==> src/rtl/pmod_assembler.sv <==
module pmod_assembler #(
  parameter int DW = 16,
  parameter int AW = 14,
  parameter int PW = 16,
  parameter int FW = 32,
  parameter int GW = 4
) (
  input  logic                 clk,
  input  logic                 rst_n,
  input  logic                 pclk,
  input  logic                 tx_en,
  input  logic [DW-1:0]        pdata,
  input  logic [1:0]           route,
  input  logic                 pclk_inv,
  input  logic                 txen_inv,
  input  logic                 hold_last,
  input  logic [GW-1:0]        fm_gain,
  input  logic [AW-DW/2-1:0]   asf_lo,
  input  logic [PW-DW/2-1:0]   pow_lo,
  output logic [AW-1:0]        amp_out,
  output logic [PW-1:0]        phase_out,
  output logic [FW-1:0]        freq_out,
  output logic                 out_valid
);
  localparam int HB = DW / 2;
  localparam logic [1:0] RT_AMP = 2'b00, RT_PHS = 2'b01, RT_FRQ = 2'b10, RT_POL = 2'b11;

  logic pclk_q;

  wire en_true = tx_en ^ txen_inv;
  wire edge_hit = pclk_inv ? (pclk_q & ~pclk) : (~pclk_q & pclk);
  wire cap = edge_hit & en_true;
  wire clr = ~en_true & ~hold_last;
  wire upd = cap | clr;
  wire [DW-1:0] word = cap ? pdata : '0;

  wire [AW-1:0] amp_nx = (route == RT_POL) ? {word[DW-1:HB], asf_lo} : word[DW-1:DW-AW];
  wire [PW-1:0] phs_nx = (route == RT_POL) ? {word[HB-1:0], pow_lo} : PW'(word);
  wire [FW-1:0] frq_nx = {{(FW-DW){1'b0}}, word} << fm_gain;

  always_ff @(posedge clk) begin
    if (!rst_n) begin
      pclk_q    <= 1'b0;
      out_valid <= 1'b0;
      amp_out   <= '0;
      phase_out <= '0;
      freq_out  <= '0;
    end else begin
      pclk_q    <= pclk;
      out_valid <= cap;
      if (upd) begin
        case (route)
          RT_AMP: amp_out <= amp_nx;
          RT_PHS: phase_out <= phs_nx;
          RT_FRQ: freq_out <= frq_nx;
          RT_POL: begin
            amp_out   <= amp_nx;
            phase_out <= phs_nx;
          end
        endcase
      end
    end
  end

  p_reset_clears_r1: assert property (@(posedge clk)
    !rst_n |=> (amp_out == '0 && phase_out == '0 && freq_out == '0 && !out_valid));

  p_amp_map_r2: assert property (@(posedge clk) disable iff (!rst_n)
    (out_valid && $past(route) == RT_AMP) |-> amp_out == $past(pdata[DW-1:DW-AW]));

  p_phase_map_r3: assert property (@(posedge clk) disable iff (!rst_n)
    (out_valid && $past(route) == RT_PHS) |-> phase_out == PW'($past(pdata)));

  p_freq_low_zero_r4: assert property (@(posedge clk) disable iff (!rst_n)
    (out_valid && $past(route) == RT_FRQ) |->
      ((freq_out & ((FW'(1) << $past(fm_gain)) - FW'(1))) == '0 &&
       (freq_out >> $past(fm_gain)) == FW'($past(pdata))));

  p_polar_low_r5: assert property (@(posedge clk) disable iff (!rst_n)
    (out_valid && $past(route) == RT_POL) |->
      (amp_out[AW-HB-1:0] == $past(asf_lo) && phase_out[PW-HB-1:0] == $past(pow_lo)));

  p_valid_needs_enable_r7: assert property (@(posedge clk) disable iff (!rst_n)
    out_valid |-> $past(tx_en ^ txen_inv));

  p_hold_when_off_r8: assert property (@(posedge clk) disable iff (!rst_n)
    (!(tx_en ^ txen_inv) && hold_last) |=>
      ($stable(amp_out) && $stable(phase_out) && $stable(freq_out) && !out_valid));

  p_valid_single_r9: assert property (@(posedge clk) disable iff (!rst_n)
    out_valid |=> !out_valid || $past(pclk) != pclk_q);
endmodule

==> config.mk <==
export PLATFORM = sky130hd
export DESIGN_NAME = pmod_assembler
export DESIGN_NICKNAME = d
export VERILOG_FILES = /design/src/rtl/pmod_assembler.sv
export SDC_FILE = /design/constraint.sdc
export NUM_CORES = 1
export LEC_CHECK = 0
export ABC_AREA = 1
export BUFFER_PORTS_ARGS = -buffer_cell sky130_fd_sc_hd__buf_4
export CORE_MARGIN = 1
export CORE_UTILIZATION = 52
export DETAILED_ROUTE_END_ITERATION = 12
export PLACE_DENSITY = 0.89
export SLEW_MARGIN = 25
export SYNTH_ARGS = -nofsm -noshare
export SYNTH_HDL_FRONTEND = slang
export SYNTH_SLANG_ARGS = --single-unit
==> constraint.sdc <==
create_clock -name clk -period 1.9 [get_ports clk]
set_input_delay 0.38 -clock clk [delete_from_list [all_inputs] [get_ports clk]]
set_output_delay 0.38 -clock clk [all_outputs]
set_load 0.05 [all_outputs]
* Yosys cells after proc, flatten, opt, wreduce, memory -nomap -nowiden
Index checks and enable logic that the tools add are counted.
Word-level totals: register bits after elaboration 64, word-level logic and storage cells 29, input port bits 43
Operators by class: shift-type cells 1, reductions and logical operators 6, equality and inequality tests 3, multiplexer cells 4, bitwise operators 10
Operators with widths (number):
- 2-to-1 mux 16 bit | 2
- left shift 16 x 4 -> 32 bit | 1
- 2-to-1 mux 6 bit | 1
- AND reduction 2 bit | 3
- AND 1 bit | 4
- equality test 2 bit, second input constant | 2
- inverter 1 bit | 4
- OR reduction 2 bit | 2
- equality test 2 x 1 -> 1 bit, second input constant | 1
- logical NOT 2 bit | 1
- 2-to-1 mux 1 bit | 1
- bitwise OR 1 bit | 1
- XOR 1 bit | 1

* Depth between registers and ports, before layout
depth after elaboration 6, depth in mapped cells 13

* Least setup slack after synthesis
OpenSTA, ideal clock, no wires.
kind input-to-reg, start point in route[0], end point reg amp_out[4], path slack 385 ps, stages 7, library setup time 120 ps, buffers on the path 2, arrival time 1395 ps, path through inv_1 -> ha_1 -> buf_1 -> nand2_1 -> buf_2 -> a21oi_1 -> a21oi_1
Between the ends: cells in the longest elaborated chain, start to end 3
RTL lines:
- start, declared | RTL line 13 | input logic [1:0] route,
- equality test 2 bit or logical NOT 2 bit (tied branches) | RTL line 37, 52
- OR reduction 2 bit (no line)
- AND reduction 2 bit (no line)
- end signal, assigned | RTL line 53 | RT_AMP: amp_out <= amp_nx;
- end signal, assigned | RTL line 57 | amp_out <= amp_nx;
- end, declared | RTL line 20 | output logic [AW-1:0] amp_out,
Parallel ways exist; a longest one is shown, timed or not. A chain may end at the register's enable or synchronous reset.

* Worst setup path after layout
start point reg pclk_q, end point reg freq_out[16]
Between the ends: cells in the longest elaborated chain, start to end 6
RTL lines:
- start, declared | RTL line 28 | logic pclk_q;
- start signal, assigned | RTL line 49 | pclk_q <= pclk;
- inverter 1 bit | RTL line 31 | wire edge_hit = pclk_inv ? (pclk_q & ~pclk) : (~pclk_q & pclk);
- AND 1 bit | RTL line 31
- 2-to-1 mux 1 bit * | RTL line 31
- AND 1 bit * | RTL line 32 | wire cap = edge_hit & en_true;
- 2-to-1 mux 16 bit or bitwise OR 1 bit (tied branches) | RTL line 35, 34
- left shift 16 x 4 -> 32 bit or AND reduction 2 bit (tied branches)
- end signal, assigned | RTL line 55 | RT_FRQ: freq_out <= frq_nx;
- end, declared | RTL line 22 | output logic [FW-1:0] freq_out,
Every way passes the cells marked *; elsewhere a longest branch is shown, timed or not.

==> results.sh <==
export IMPL_share_of_the_core_filled_with_cells_in_the_final_layout=0.710
export IMPL_timing_max_transition_violations_final=0
export IMPL_cp_required_ns=2.18
export IMPL_dp_final_hpwl_mm=7.69
export IMPL_ys_types=31
export IMPL_total_setup_buffers_inserted_after_cts=0
export IMPL_setup_repair_after_global_routing_missed_its_margin="no"
export IMPL_globalRouteOverflowTotal=0
export IMPL_whs_path_depth=3
export IMPL_number_of_setup_violations_in_the_final_report=0
export IMPL_floorplan_initialDensity=0.541
export IMPL_hold_path_endpoint="pclk_q$_SDFF_PN0_"
export IMPL_hold_viol=0
export IMPL_buffer_ports_inserted=104
export IMPL_cts_root_buffer_cell="clkbuf_8"
export IMPL_hold_class="in -> reg"
export IMPL_postSynthNetCount=563
export IMPL_fraction_of_final_layout_cells_with_drive_strength_greater_than_1=0.242
export IMPL_grt_pass1_wl_mm=16.7
export IMPL_hp_start="pclk"
export IMPL_cap_violations=0
export IMPL_finalHoldWorstSlack_ns=0.236
export IMPL_die_height_um=83.5
export IMPL_synth_seq_area_share=0.365
export IMPL_clock_skew_final_ns=0.00789
export IMPL_power_per_cell_area_nw_per_um2=732
export IMPL_drt_first_iter_violations=434
export IMPL_timing_critical_path_to_type="flip-flop"
export IMPL_avgSynthCellArea_um2=6.68
export IMPL_ys_top_cells_by_area="dfxtp_1, nand2_1, nand3_1, nand4_1, a21oi_1"
export IMPL_placementRows=29
export IMPL_fmax_ghz=0.611
export IMPL_antenna_cells_inserted=0
export IMPL_run_status="finished, final reports clean"
export IMPL_ir_worst_vdd_uv=615
export IMPL_grt_start_max_net_pins=33
export IMPL_ff2ff_setup_slack_ns=0.26
export IMPL_cts_hold_buffers=0
export IMPL_gpl_final_weighted_congestion=0.891
export IMPL_timing_rr_end="freq_out[16]$_SDFFE_PN0P_"
export IMPL_avgRoutedWirePerCell_um=15.2
export IMPL_drt_vias_per_instance=5.69
export IMPL_detail_route_drc_violations=0
export IMPL_area_growth_syn_to_layout_pct=31.3
export IMPL_reg2regPathDepth=11
export IMPL_reg_to_reg_critical_path_startpoint="pclk_q$_SDFF_PN0_"
export IMPL_cts_repair_resize_count=0
export IMPL_yosys_warnings=0
export IMPL_synth_top_cell_area_share=0.365
export IMPL_postSynthRegisterBits=63
export IMPL_placed_area_um2=4350
export IMPL_seq_area_um2=1260
export IMPL_antenna_found_initial=0
export IMPL_routed_wl_mm=10.6
export IMPL_clk_transition_reported_paths_ns=0.07
export IMPL_synthCells=517
export IMPL_leakage_nw=2.13
export IMPL_core_region_area_um2=6390
export IMPL_chipWidth_um=83.5
export IMPL_timing_critical_path_from_type="flip-flop"
export IMPL_tritoncts_clock_tree="done"
export IMPL_post_route_min_period_ns=1.64
export IMPL_insertion_delay_ns=0.34
export IMPL_globalRouteTotalUtil=0.297
export IMPL_arrival_ns=1.92
export IMPL_setup_total_negative_slack_ns=0
export IMPL_cts_htree_levels=3
export IMPL_leading_area_contributor_after_synthesis="dfxtp_1"
export IMPL_vias_in_the_first_global_route=3495
export IMPL_num_nets_final=660
export IMPL_die_area_um2=6970
export IMPL_layout_filler_cells=535
export IMPL_clock_buffer_depth=2
export IMPL_fin_area_um2=4540
export IMPL_clock_sinks=63
export IMPL_critical_path_peak_fanout=10
export IMPL_routed_via_count=3960
export IMPL_detail_route_antenna_nets=0
export IMPL_synthesis_area_um2=3450
export IMPL_design_portCount=106
export IMPL_worst_setup_path_type="reg -> reg"
export IMPL_iteration_count_of_the_initial_detailed_routing_pass=5
export IMPL_cts_made_buffers=9
export IMPL_area_of_the_multi_input_gates_um2=1830
export IMPL_final_min_period_over_clock_period=0.861
==> state kept, by name, summed over array words and instances (netlist names) <==
name	flops
phase_out	16
amp_out	14
out_valid	1
freq_out	31
pclk_q	1
==> where the power goes <==
group	switching, mW	internal [mW]
Clock	0.515	0.636
Sequential	0.0279	1.37
Combinational	0.516	0.253
Total	1.06	2.26
==> per-stage QoR <==
stage | instances | setup slack, ns | total power [mW]
after detailed placement | 680 | 0.0759 | 2.18
final | 696 | 0.264 | 3.32
after floorplan | 517 | 0.385 | 1.92
after CTS | 696 | 0.266 | 3.32
after global placement | 680 | 0.144 | 2.18
after global routing | 696 | 0.124 | 3.44
==> cell usage after synthesis (all sizes together) <==
library cell,count
buf,26
a31oi,17
a21oi,41
conb,1
nand2,145
a21boi,2
clkinv,2
and2,1
dfxtp,63
o21a,1
nand3,69
ha,3
nor2,29
o21ai,25
clkbuf,13
inv,39
a22oi,5
nand4,35
==> final cells by class <==
type	instances	share of cell area
clock buffers	12	0.0320
clock inverters	4	0.00993
inverters	41	0.0339
multi-input cells	374	0.404
flip-flops and latches	63	0.278
well taps	77	0.0212
repair buffers	125	0.221
==> worst max-delay path by stage <==
stage	startpoint	end
floorplan	route[0]	amp_out[4]$_SDFFE_PN0P_
global placement	route[0]	amp_out[0]$_SDFFE_PN0P_
detailed placement	txen_inv	freq_out[20]$_SDFFE_PN0P_
CTS	pclk_q$_SDFF_PN0_	freq_out[20]$_SDFFE_PN0P_
global route	pclk_q$_SDFF_PN0_	freq_out[16]$_SDFFE_PN0P_
finish	pclk_q$_SDFF_PN0_	freq_out[16]$_SDFFE_PN0P_
==> placed cells by master, fill, tap and decap left out, types with 3 or more instances in the layout <==
| cell type | n |
|---|---|
| nand2_1 | 141 |
| o21ai_1 | 3 |
| nor2_2 | 3 |
| buf_12 | 5 |
| a21oi_1 | 41 |
| nand4_1 | 35 |
| inv_1 | 38 |
| clkbuf_8 | 10 |
| nand3_1 | 69 |
| ha_1 | 3 |
| a22oi_1 | 5 |
| a31oi_1 | 17 |
| clkinv_2 | 3 |
| nor2_1 | 24 |
| o21ai_0 | 21 |
| buf_4 | 120 |
| dfxtp_1 | 63 |
==> routing by layer <==
layer  routed length, µm  GRT usage  up-vias  part of all wire
met3                 824     0.0603       21             0.078
li1                    -          -     1929                 -
met5                   0          0        -                 0
met2                4910      0.470      175              0.47
met4                 226      0.114        0             0.021
met1                4590      0.401     1835              0.43
==> logic make-up (layout without fill, tap and decap cells) <==
logic type | after synthesis | after routing | share of synthesized area
buf+inv | 80 | 182 | 0.104
other cells | 1 | 1 | 0.00109
flops | 63 | 63 | 0.365
compound gates | 91 | 91 | 0.147
simple gates | 279 | 279 | 0.372
fa+ha+maj | 3 | 3 | 0.0109
==> critical path: stages, from the launching register on <==
cell and delay [ns]:
dfxtp_1 0.35, nand3_1 0.10, nand2_2 0.13, nand2_4 0.09, o21ai_4 0.12, nand2_8 0.10, nor2_4 0.22, buf_4 0.18
nand3_1 0.08, nand3_1 0.09, nand2_1 0.05, inv_1 0.06
(Power assumes the default switching activity.)
